## config.mk

```make
export PLATFORM = sky130hd
export DESIGN_NAME = mem_event_matcher
export DESIGN_NICKNAME = d
export VERILOG_FILES = /design/src/rtl/mae_pkg.sv /design/src/rtl/mae_entry_table.sv /design/src/rtl/mae_match_unit.sv /design/src/rtl/mem_event_matcher.sv
export SDC_FILE = /design/constraint.sdc
export NUM_CORES = 1
export LEC_CHECK = 0
export BUFFER_PORTS_ARGS = -buffer_cell sky130_fd_sc_hd__buf_2
export CAP_MARGIN = 20
export CORE_MARGIN = 5
export CORE_UTILIZATION = 55
export CTS_CLUSTER_SIZE = 12
export DETAILED_ROUTE_END_ITERATION = 10
export PLACE_DENSITY = 0.78
export SKIP_LAST_GASP = 1
export SLEW_MARGIN = 10
export SYNTH_ARGS = -nofsm -noshare
export SYNTH_HDL_FRONTEND = slang
export SYNTH_SLANG_ARGS = --single-unit
```

## constraint.sdc

```tcl
create_clock -name clk -period 1.3 [get_ports clk]
set_input_delay 0.13 -clock clk [delete_from_list [all_inputs] [get_ports clk]]
set_output_delay 0.13 -clock clk [all_outputs]
set_load 0.05 [all_outputs]
```

## src/rtl/mae_pkg.sv

```systemverilog
// Shared definitions for the memory access event matcher.
// Assumes a three-bit event flag vector whose bit positions are fixed
// by the event source: memory access, read, write.
package mae_pkg;
    localparam int FLAG_W   = 3;
    localparam int FLAG_MEM = 0;
    localparam int FLAG_RD  = 1;
    localparam int FLAG_WR  = 2;

    // One programmable watch entry.
    typedef struct packed {
        logic              valid;
        logic [FLAG_W-1:0] all_m;
        logic [FLAG_W-1:0] any_m;
    } watch_entry_t;
endpackage

```

## src/rtl/mae_entry_table.sv

```systemverilog
// Register bank holding the watch entries.
// One entry may be written per cycle through wr_en/wr_idx. The new value
// is visible from the next cycle. Reset clears every entry, valid bits
// included. Assumes wr_idx is below NUM_ENTRIES when wr_en is high.
module mae_entry_table
    import mae_pkg::*;
#(
    parameter int NUM_ENTRIES = 8,
    localparam int IDX_W = (NUM_ENTRIES > 1) ? $clog2(NUM_ENTRIES) : 1
) (
    input  logic                           clk,
    input  logic                           rst_n,
    input  logic                           wr_en,
    input  logic [IDX_W-1:0]               wr_idx,
    input  watch_entry_t                   wr_entry,
    output watch_entry_t [NUM_ENTRIES-1:0] tbl
);
    for (genvar g = 0; g < NUM_ENTRIES; g++) begin : g_ent
        // Store the entry addressed by the write port; clear on reset.
        always_ff @(posedge clk) begin
            if (!rst_n) begin
                tbl[g] <= '0;
            end else if (wr_en && (wr_idx == IDX_W'(g))) begin
                tbl[g] <= wr_entry;
            end
        end
    end
endmodule

```

## src/rtl/mae_match_unit.sv

```systemverilog
// Combinational evaluation of every watch entry against one event.
// An entry matches when it is valid, all of its required flags are
// present, and at least one of its alternative flags is present.
// Assumes the caller qualifies the result with the event strobe.
module mae_match_unit
    import mae_pkg::*;
#(
    parameter int NUM_ENTRIES = 8
) (
    input  logic [FLAG_W-1:0]              flags,
    input  watch_entry_t [NUM_ENTRIES-1:0] tbl,
    output logic [NUM_ENTRIES-1:0]         match
);
    for (genvar g = 0; g < NUM_ENTRIES; g++) begin : g_cmp
        logic [FLAG_W-1:0] req_seen;
        logic [FLAG_W-1:0] alt_seen;
        // Mask the event flags with each of the entry's masks.
        always_comb begin
            req_seen = tbl[g].all_m & flags;
            alt_seen = tbl[g].any_m & flags;
        end
        // Combine validity, required-set and alternative-set tests.
        always_comb begin
            match[g] = tbl[g].valid
                     && (req_seen == tbl[g].all_m)
                     && (alt_seen != '0);
        end
    end
endmodule

```

## src/rtl/mem_event_matcher.sv

```systemverilog
// Memory access event matcher top level.
// Holds the watch table, evaluates all entries in the cycle of the event
// strobe, and registers the hit vector and the event address for one
// cycle later. A table write in the same cycle as an event lands at the
// same clock edge, so it cannot change that event's verdict.
module mem_event_matcher
    import mae_pkg::*;
#(
    parameter int NUM_ENTRIES = 8,
    parameter int ADDR_W      = 16,
    localparam int IDX_W = (NUM_ENTRIES > 1) ? $clog2(NUM_ENTRIES) : 1
) (
    input  logic                   clk,
    input  logic                   rst_n,
    input  logic                   cfg_we,
    input  logic [IDX_W-1:0]       cfg_idx,
    input  logic [FLAG_W-1:0]      cfg_all_mask,
    input  logic [FLAG_W-1:0]      cfg_any_mask,
    input  logic                   cfg_valid,
    input  logic                   ev_valid,
    input  logic [FLAG_W-1:0]      ev_flags,
    input  logic [ADDR_W-1:0]      ev_addr,
    output logic [NUM_ENTRIES-1:0] hit,
    output logic [ADDR_W-1:0]      hit_addr
);
    watch_entry_t [NUM_ENTRIES-1:0] tbl;
    watch_entry_t                   wr_entry;
    logic [NUM_ENTRIES-1:0]         match;

    // Pack the write-port fields into one entry value.
    always_comb begin
        wr_entry.valid = cfg_valid;
        wr_entry.all_m = cfg_all_mask;
        wr_entry.any_m = cfg_any_mask;
    end

    mae_entry_table #(.NUM_ENTRIES(NUM_ENTRIES)) u_table (
        .clk      (clk),
        .rst_n    (rst_n),
        .wr_en    (cfg_we),
        .wr_idx   (cfg_idx),
        .wr_entry (wr_entry),
        .tbl      (tbl)
    );

    mae_match_unit #(.NUM_ENTRIES(NUM_ENTRIES)) u_match (
        .flags (ev_flags),
        .tbl   (tbl),
        .match (match)
    );

    // Register the strobe-qualified verdict one cycle after the event.
    always_ff @(posedge clk) begin
        if (!rst_n) begin
            hit <= '0;
        end else begin
            hit <= ev_valid ? match : '0;
        end
    end

    // Capture the event address on every strobe, hold it otherwise.
    always_ff @(posedge clk) begin
        if (!rst_n) begin
            hit_addr <= '0;
        end else if (ev_valid) begin
            hit_addr <= ev_addr;
        end
    end


    hit_needs_event_chk: assert property (@(posedge clk) disable iff (!rst_n)
        (hit != '0) |-> $past(ev_valid));


    addr_capture_chk: assert property (@(posedge clk) disable iff (!rst_n)
        $past(ev_valid) |-> (hit_addr == $past(ev_addr)));


    addr_hold_chk: assert property (@(posedge clk) disable iff (!rst_n)
        !$past(ev_valid) |-> $stable(hit_addr));

    for (genvar g = 0; g < NUM_ENTRIES; g++) begin : g_chk

        hit_valid_chk: assert property (@(posedge clk) disable iff (!rst_n)
            hit[g] |-> $past(tbl[g].valid));


        hit_all_chk: assert property (@(posedge clk) disable iff (!rst_n)
            hit[g] |-> (($past(tbl[g].all_m) & $past(ev_flags)) == $past(tbl[g].all_m)));


        hit_any_chk: assert property (@(posedge clk) disable iff (!rst_n)
            hit[g] |-> (($past(tbl[g].any_m) & $past(ev_flags)) != '0));
    end
endmodule

```

### Yosys cells after proc, flatten, opt, wreduce, memory -nomap -nowiden

Index checks and enable logic that the tools add are counted.

| storage, ports and cells | value |
|---|---|
| bits in registers | 80 |
| logic and storage cells | 91 |

| cells by class | value |
|---|---|
| eq/ne operators | 15 |
| bitwise gates (word level) | 16 |
| reductions and logical operators | 34 |

Operators with widths:

| operator | count |
|---|---|
| 3-bit bitwise AND | 16 |
| 3-bit equality test | 8 |
| 1-bit logical AND | 24 |
| 3-bit nonzero test | 8 |
| 3-bit equality test, second input constant | 4 |
| 3-bit by 2-bit equality test with 1-bit output, second input constant | 2 |
| 3-bit by 1-bit equality test with 1-bit output, second input constant | 1 |
| 3-bit logical NOT | 1 |
| 2-bit AND reduction | 1 |

### Depth between registers and ports, before layout

Gate-level depths: netlist (run 1).

| depth | value |
|---|---|
| word-level depth | 4 |
| mapped depth | 5 |
| depth with buffers taken out | 3 |

### Hierarchy

A second synthesis (run 1) with hierarchy kept.

| unflattened totals | value |
|---|---|
| cells, all modules | 325 |
| area total of the unflattened synthesis | 3,319.4 sq um |

Modules (own cells, without submodules):

| module | times used | cells an instance | area each (sq um) | seq. area each (sq um) |
|---|---|---|---|---|
| mae_entry_table | 1 | 197 | 2,079.5 | 1,121.1 |
| mem_event_matcher | 1 | 69 | 840.8 | 480.5 |
| mae_match_unit | 1 | 59 | 399.1 | 0.0 |

### Worst setup path before layout (run 1)

OpenSTA, ideal clock, no wires.

| timing path | value |
|---|---|
| kind | input port to flip-flop |
| start | in cfg_idx[0] |
| end | reg u_table.tbl[0] (netlist name) |
| setup time | 116 ps |
| arrival time | 798 ps |
| required time | 1,184 ps |
| slack | 386 ps |
| stages on the path | 4 |
| path buffers | 1 |
| cell sequence | nor4b_2 > buf_6 > mux2i_1 > nor2b_1 |

| on the way | value |
|---|---|
| longest elaborated chain between the ends | 2 |

RTL lines:

| what | line | RTL |
|---|---|---|
| start, declared | mem_event_matcher.sv:16 | `input logic [IDX_W-1:0] cfg_idx,` |
| 3-bit logical NOT | mae_entry_table.sv:23 | `end else if (wr_en && (wr_idx == IDX_W'(g))) begin` |
| 1-bit logical AND | mae_entry_table.sv:23 |  |

Every way passes these cells.
A chain may end at the register's enable or synchronous reset.

### Final worst setup path (run 1)

| timing path | value |
|---|---|
| start | reg hit_addr[11] |
| end | out hit_addr[11] |

RTL lines:

| what | line | RTL |
|---|---|---|
| start, declared | mem_event_matcher.sv:24 | `output logic [ADDR_W-1:0] hit_addr` |
| start signal, assigned | mem_event_matcher.sv:66 | `hit_addr <= ev_addr;` |

No word-level cell between the ends.

==> results.toml, run 1 <==
[outcome]
status = "complete, no violations"

[clocking]
clock_path_buffers = 2
cts_setup_buffers = 0
cts_max_level = 3
clk_pin_slew_ns = 0.08
post_cts_resize_count = 0
root_buffer = "clkbuf_8"
numCtsBuffers = 9
insertion_delay_ns = 0.34
clock-sinks = 80
ctsHoldBuffers = 0
cts_tree = "done"

[pwr]
power.share.switching = 0.242
p_int_mw = 3.84
power_frac_seq = 0.504
power.share.clock = 0.395
p_per_area_nw_per_um2 = 1310
comb_power_share = 0.102
power_mw = 5.06
vdd_drop_max_mv = 0.822
power.leakage_nw = 1.58
p_sw_mw = 1.22

[floorplan]
die_w_microns = 88.5
die_area_sq_um = 7840
core-area_sq_um = 5960
rows = 28
initial_utilization = 0.570
die_h_microns = 88.5
io_pins = 57

[place]
finalWeightedCongestion = 0.744
numPortBuffers = 56
hpwl_microns = 4440
dp_slack_ns = 0.0250

[drt]
firstDrtPassIters = 4
wirelength_microns = 7050
wl_per_cell_microns = 15.6
via_per_inst = 5.23
postRouteAntennaNets = 0
first_iter_violations = 150
drc = 0
vias = 2365

[worst_setup_path]
r2r_start = "u_table.tbl[44]"
critPathBufInv = 1
crit_type = "reg2out"
crit_path_max_incr_delay_ns = 0.34
cp_max_fo = 2
cp.required_ns = 1.17
cpLargestDelayFamily = "flip-flops"
cp-start-kind = "flop"
crit_path_end_kind = "output pin"
cp.arrival_ns = 0.95
path_cells = "buf_2"
slowest_stage = "dfxtp_1"
startpoint = "hit_addr[11]"

[sta]
relSlewSlack = 0.633
slew_violations = 0
min_period_ns = 1.08
final_hold_viol_count = 0
fin_crit_sh = 0.829
fin_tns_setup_ns = 0
rsz0062_at_grt = "false"
layout_setup_ws_ns = 0.222
fmax_mhz = 928
finalClockSkew_ns = 0.00582
finalSetupViolCount = 0
worst_pin_slew_ns = 0.551

[final_layout]
multiInputGateArea_sq_um = 1500
num-fill-cells = 499
final_layout_size_suffix_gt1_frac = 0.215
diodes = 0
final_nets = 405
ff_latch_area_sq_um = 1600
areaGrowthSynthToFinish_pct = 14.2

[global_route]
grt_max_degree = 73
grt.total_usage = 0.195
antenna_found_initial = 0
grt_pass1_vias = 2322
grt_pass1_wl_microns = 11500
grtUsageMet2 = 0.295
grt-busiest-layer = "met2"
grt_use_met1 = 0.264
global_route.usage.met3 = 0.0540
grt_overflow = 0

[synth]
synth_top_flop_cell = "dfxtp_1"
yosysSeqAreaShare = 0.472
yosysWarnings = 0
synth.top_cells.by_area = "dfxtp_1 47%, mux2i_1 19%, nor2b_1 12%"
synthCells = 327
ys_ff_latch = 80
synth_cell_types = 23
postSynthNetCount = 360
synth_top_cell_by_area = "dfxtp_1"
netlist_top_cells_count = "80 x dfxtp_1, 65 x mux2i_1, 65 x nor2b_1, 23 x inv_1, 14 x nand2_1"
yosys.area.top_type_share = 0.472
syn_avg_cell_area_sq_um = 10.4
synth.most_common_cell = "dfxtp_1"
synth_edf_count = 0
synth-async-reset-ratio = 0
synth_area_sq_um = 3390

[flow_run]
cap_violations = 0

[worst_hold_path]
hold_class = "in2reg"
hold_start = "ev_addr[13]"
==> per-layer routing <==
metal,up-vias,routed length [microns]
li1,1188,-
met1,1097,3280
met2,67,3190
met3,13,429
met4,0,147
met5,-,0
==> through the flow <==
| stage | std cells | util | area [sq um] | hold WS, ns |
|---|---|---|---|---|
| after floorplan | 327 | - | 3390 | 0.299 |
| after global placement | 436 | 0.614 | 3650 | 0.383 |
| after detailed placement | 436 | 0.614 | 3650 | 0.397 |
| after CTS | 452 | 0.651 | 3870 | 0.0333 |
| after global routing | 452 | 0.651 | 3870 | 0.0432 |
| final | 452 | 0.651 | 3870 | 0.0483 |
==> layout by cell type (no fill, tap or decap) <==
cell type	n
a222oi_1	7
and4_2	1
dfxtp_1	80
clkinvlp_4	1
o21ai_0	9
buf_2	56
nand2_1	14
a21boi_1	7
bufinv_16	2
clkbuf_8	10
and4bb_1	3
nor3_1	8
a22oi_1	1
buf_12	3
mux2i_1	65
buf_4	4
inv_1	23
and2_1	1
nor4b_2	1
nand2b_1	1
nand4b_1	3
nand4_1	1
a22o_1	1
clkinv_2	3
nor2b_1	65
o221ai_1	7
==> registers in the layout (all words and copies together) (netlist names) <==
register and count:
hit 8, u_table.tbl 56, hit_addr 16
==> cell type report <==
| cell class | count | area share |
|---|---|---|
| clock buffer | 10 | 0.0355 |
| clock inverter | 6 | 0.0213 |
| inverter | 23 | 0.0223 |
| multi-input combinational | 195 | 0.388 |
| sequential | 80 | 0.413 |
| tap | 75 | 0.0242 |
| timing repair buffer | 63 | 0.0956 |
==> power groups by stage <==
| stage | clock network, mW | registers [mW] | logic, mW |
|---|---|---|---|
| after floorplan | 0 | 2.70 | 0.277 |
| after global placement | 0 | 2.60 | 0.506 |
| after detailed placement | 0 | 2.60 | 0.515 |
| after CTS | 2.04 | 2.55 | 0.516 |
| after global routing | 2.16 | 2.56 | 0.556 |
| final | 2.00 | 2.55 | 0.514 |
==> final timing paths <==
| check | cells after the start | endpoint | slack (ns) |
|---|---|---|---|
| worst max-delay path | 1 | hit_addr[11] | 0.22 |
| worst min-delay path | 3 | hit_addr[13] | 0.05 |
| worst max register to register | 3 | hit[6] | 0.43 |
| worst min register to register | 2 | u_table.tbl[53] | 0.46 |
==> kinds of logic after synthesis <==
| kind of cell | count (synthesis) | synth area share |
|---|---|---|
| compound gates | 32 | 0.0723 |
| buf+inv | 52 | 0.0852 |
| flops | 80 | 0.472 |
| mux | 65 | 0.192 |
| simple gates | 98 | 0.179 |
No activity file was read; power rests on OpenSTA's default activity.
==> run 2: changes to the inputs <==
- ABC_AREA: default -> 1
- clock period: 1.3 -> 1 ns (I/O delays scaled with it)
==> results.toml, run 2 <==
[place]
hpwl_microns = 5870
finalWeightedCongestion = 0.887
placed_area_sq_um = 3880
dp_slack_ns = -0.0261
numPortBuffers = 56

[clocking]
clk_pin_slew_ns = 0.08
cts_max_level = 3
insertion_delay_ns = 0.36
clock-sinks = 80
numCtsBuffers = 9
root_buffer = "clkbuf_8"
cts_tree = "done"
clock_path_buffers = 2

[global_route]
antenna_found_initial = 0
grt_pass1_wl_microns = 16100
grt_pass1_vias = 3366
grt_max_degree = 73
grt_overflow = 0
grt.total_usage = 0.267

[synth]
synth-async-reset-ratio = 0
synth_edf_count = 0
synth.top_cells.by_area = "dfxtp_1 47%, nor2_1 17%, nand2_1 13%"
yosysWarnings = 0
yosys.area.top_type_share = 0.474
netlist_top_cells_count = "152 x nor2_1, 116 x nand2_1, 80 x dfxtp_1, 71 x nand3_1, 16 x o21ai_0"
ys_ff_latch = 80
synth_top_flop_cell = "dfxtp_1"
syn_avg_cell_area_sq_um = 6.90
synth.most_common_cell = "nor2_1"
yosysSeqAreaShare = 0.474
synth_top_cell_by_area = "dfxtp_1"
synth_area_sq_um = 3380
synthCells = 490
synth_cell_types = 17
postSynthNetCount = 523

[worst_setup_path]
slowest_stage = "dfxtp_1"
r2r_cells = 3
cp-start-kind = "flop"
crit_path_end_kind = "output pin"
cp.arrival_ns = 0.90
cpLargestDelayFamily = "flip-flops"
crit_path_max_incr_delay_ns = 0.37
path_cells = "buf_6"
cp_max_fo = 2
endpoint = "hit_addr[4]"
r2r_start = "hit_addr[15]"
critPathBufInv = 1
cp_num_cells = 1
reg2reg_to = "hit_addr[15]"
crit_type = "reg2out"
startpoint = "hit_addr[4]"
r2r_slack_ns = 0.12
cp.required_ns = 0.90

[drt]
firstDrtPassIters = 6
wirelength_microns = 9990
drc = 0
wl_per_cell_microns = 15.3
via_per_inst = 5.26
postRouteAntennaNets = 0
first_iter_violations = 366
vias = 3432

[outcome]
status = "complete, no violations"

[final_layout]
final_area_sq_um = 4450
final_layout_size_suffix_gt1_frac = 0.218
max_flop_register = "u_table.tbl"
final_common_cell = "nor2_1"
num-fill-cells = 473
areaGrowthSynthToFinish_pct = 31.4
top_regs = "u_table.tbl: 56 flops, hit_addr: 16 flops, hit: 8 flops"
mostFrequentLayoutCells = "152 x nor2_1, 116 x nand2_1, 71 x nand3_1"
final_nets = 606
largest_reg_flops = 56
diodes = 0

[sta]
finalSetupViolCount = 0
fin_crit_sh = 0.995
worst_pin_slew_ns = 0.427
final_hold_viol_count = 0
slew_violations = 0
fmax_mhz = 1000
layout_setup_ws_ns = 0.00494
rsz0062_at_grt = "true"
min_period_ns = 0.995
finalClockSkew_ns = 0.00980
relSlewSlack = 0.715

[floorplan]
die_h_microns = 88.4
initial_utilization = 0.568
die_area_sq_um = 7820
rows = 28
core-area_sq_um = 5960
die_w_microns = 88.4
io_pins = 57

[flow_run]
cap_violations = 0

[pwr]
power.leakage_nw = 1.94
p_per_area_nw_per_um2 = 1660
power_mw = 7.38
vdd_drop_max_mv = 1.27

[worst_hold_path]
hold_class = "in2reg"
-- run 2: cell types whose count changed after synthesis, sizes merged, moves of 8 or more --
cell	change
nor3	-8
nor2b	-65
nor2	+164
nand3	+71
mux2i	-65
nand2	+105
-- run 2: kinds of logic after synthesis --
family                 synth area share
AOI/OAI and AO/OA                0.0237
DFF                               0.474
buffers and inverters            0.0559
and+or+nand+nor                   0.447
-- run 2: layout make-up --
cell class,instances,area (sq um),share of cell area
clock buffers,9,124,0.0279
clock inverters,7,119,0.0267
inverters,18,67.6,0.0152
multi-input cells,371,1590,0.358
flip-flops and latches,80,1620,0.364
well taps,75,93.8,0.0211
repair buffers,93,830,0.187
-- run 2: power breakdown --
| group | switching (mW) | total, mW | internal (mW) |
|---|---|---|---|
| Combinational | 0.674 | 1.10 | 0.423 |
| Clock | 1.23 | 2.89 | 1.66 |
| Sequential | 0.0747 | 3.39 | 3.32 |
-- run 2: how the worst min path moves through the flow --
stage	slack [ns]	endpoint	cells past startpoint	from
after floorplan	0.23	hit_addr[0]	2	ev_addr[0]
after global placement	0.32	hit_addr[2]	3	ev_addr[2]
after detailed placement	0.33	hit_addr[0]	3	ev_addr[0]
after CTS	0.07	hit_addr[1]	3	ev_valid
after global routing	0.08	hit_addr[2]	3	ev_valid
final	0.09	hit_addr[2]	3	ev_valid
-- run 2: worst register-to-register path: stages (launching register included) --
cell	delay [ns]
dfxtp_2	0.34
buf_4	0.13
o21ai_0	0.24
nor2_1	0.07
-- run 2: what timing repair did --
| action | CTS | global route |
|---|---|---|
| hold buffers | 16 | 0 |
| setup buffers | 0 | 1 |
| setup endpoints to repair | 24 | 16 |
| hold endpoints to repair | 16 | 0 |
| pin swaps | 0 | 0 |
| resized for setup | 35 | 23 |
-- run 2: stage by stage --
| stage | setup TNS [ns] | hold WS, ns | util | instances |
|---|---|---|---|---|
| finish | 0 | 0.0923 | 0.746 | 653 |
| global route | -0.102 | 0.0849 | 0.746 | 653 |
| CTS | -0.0227 | 0.0663 | 0.737 | 652 |
| detailed placement | -0.0619 | 0.328 | 0.652 | 620 |
| global placement | 0 | 0.319 | 0.652 | 620 |
| floorplan | 0 | 0.235 | - | 490 |
-- run 2: routing by layer --
layer	wire length (microns)	GRT usage	part of all wire	vias up
met3	871	0.0875	0.087	30
met1	4030	0.326	0.40	1549
li1	-	-	-	1697
met2	4810	0.438	0.48	156
met4	277	0.106	0.028	0
met5	0	0	0	-
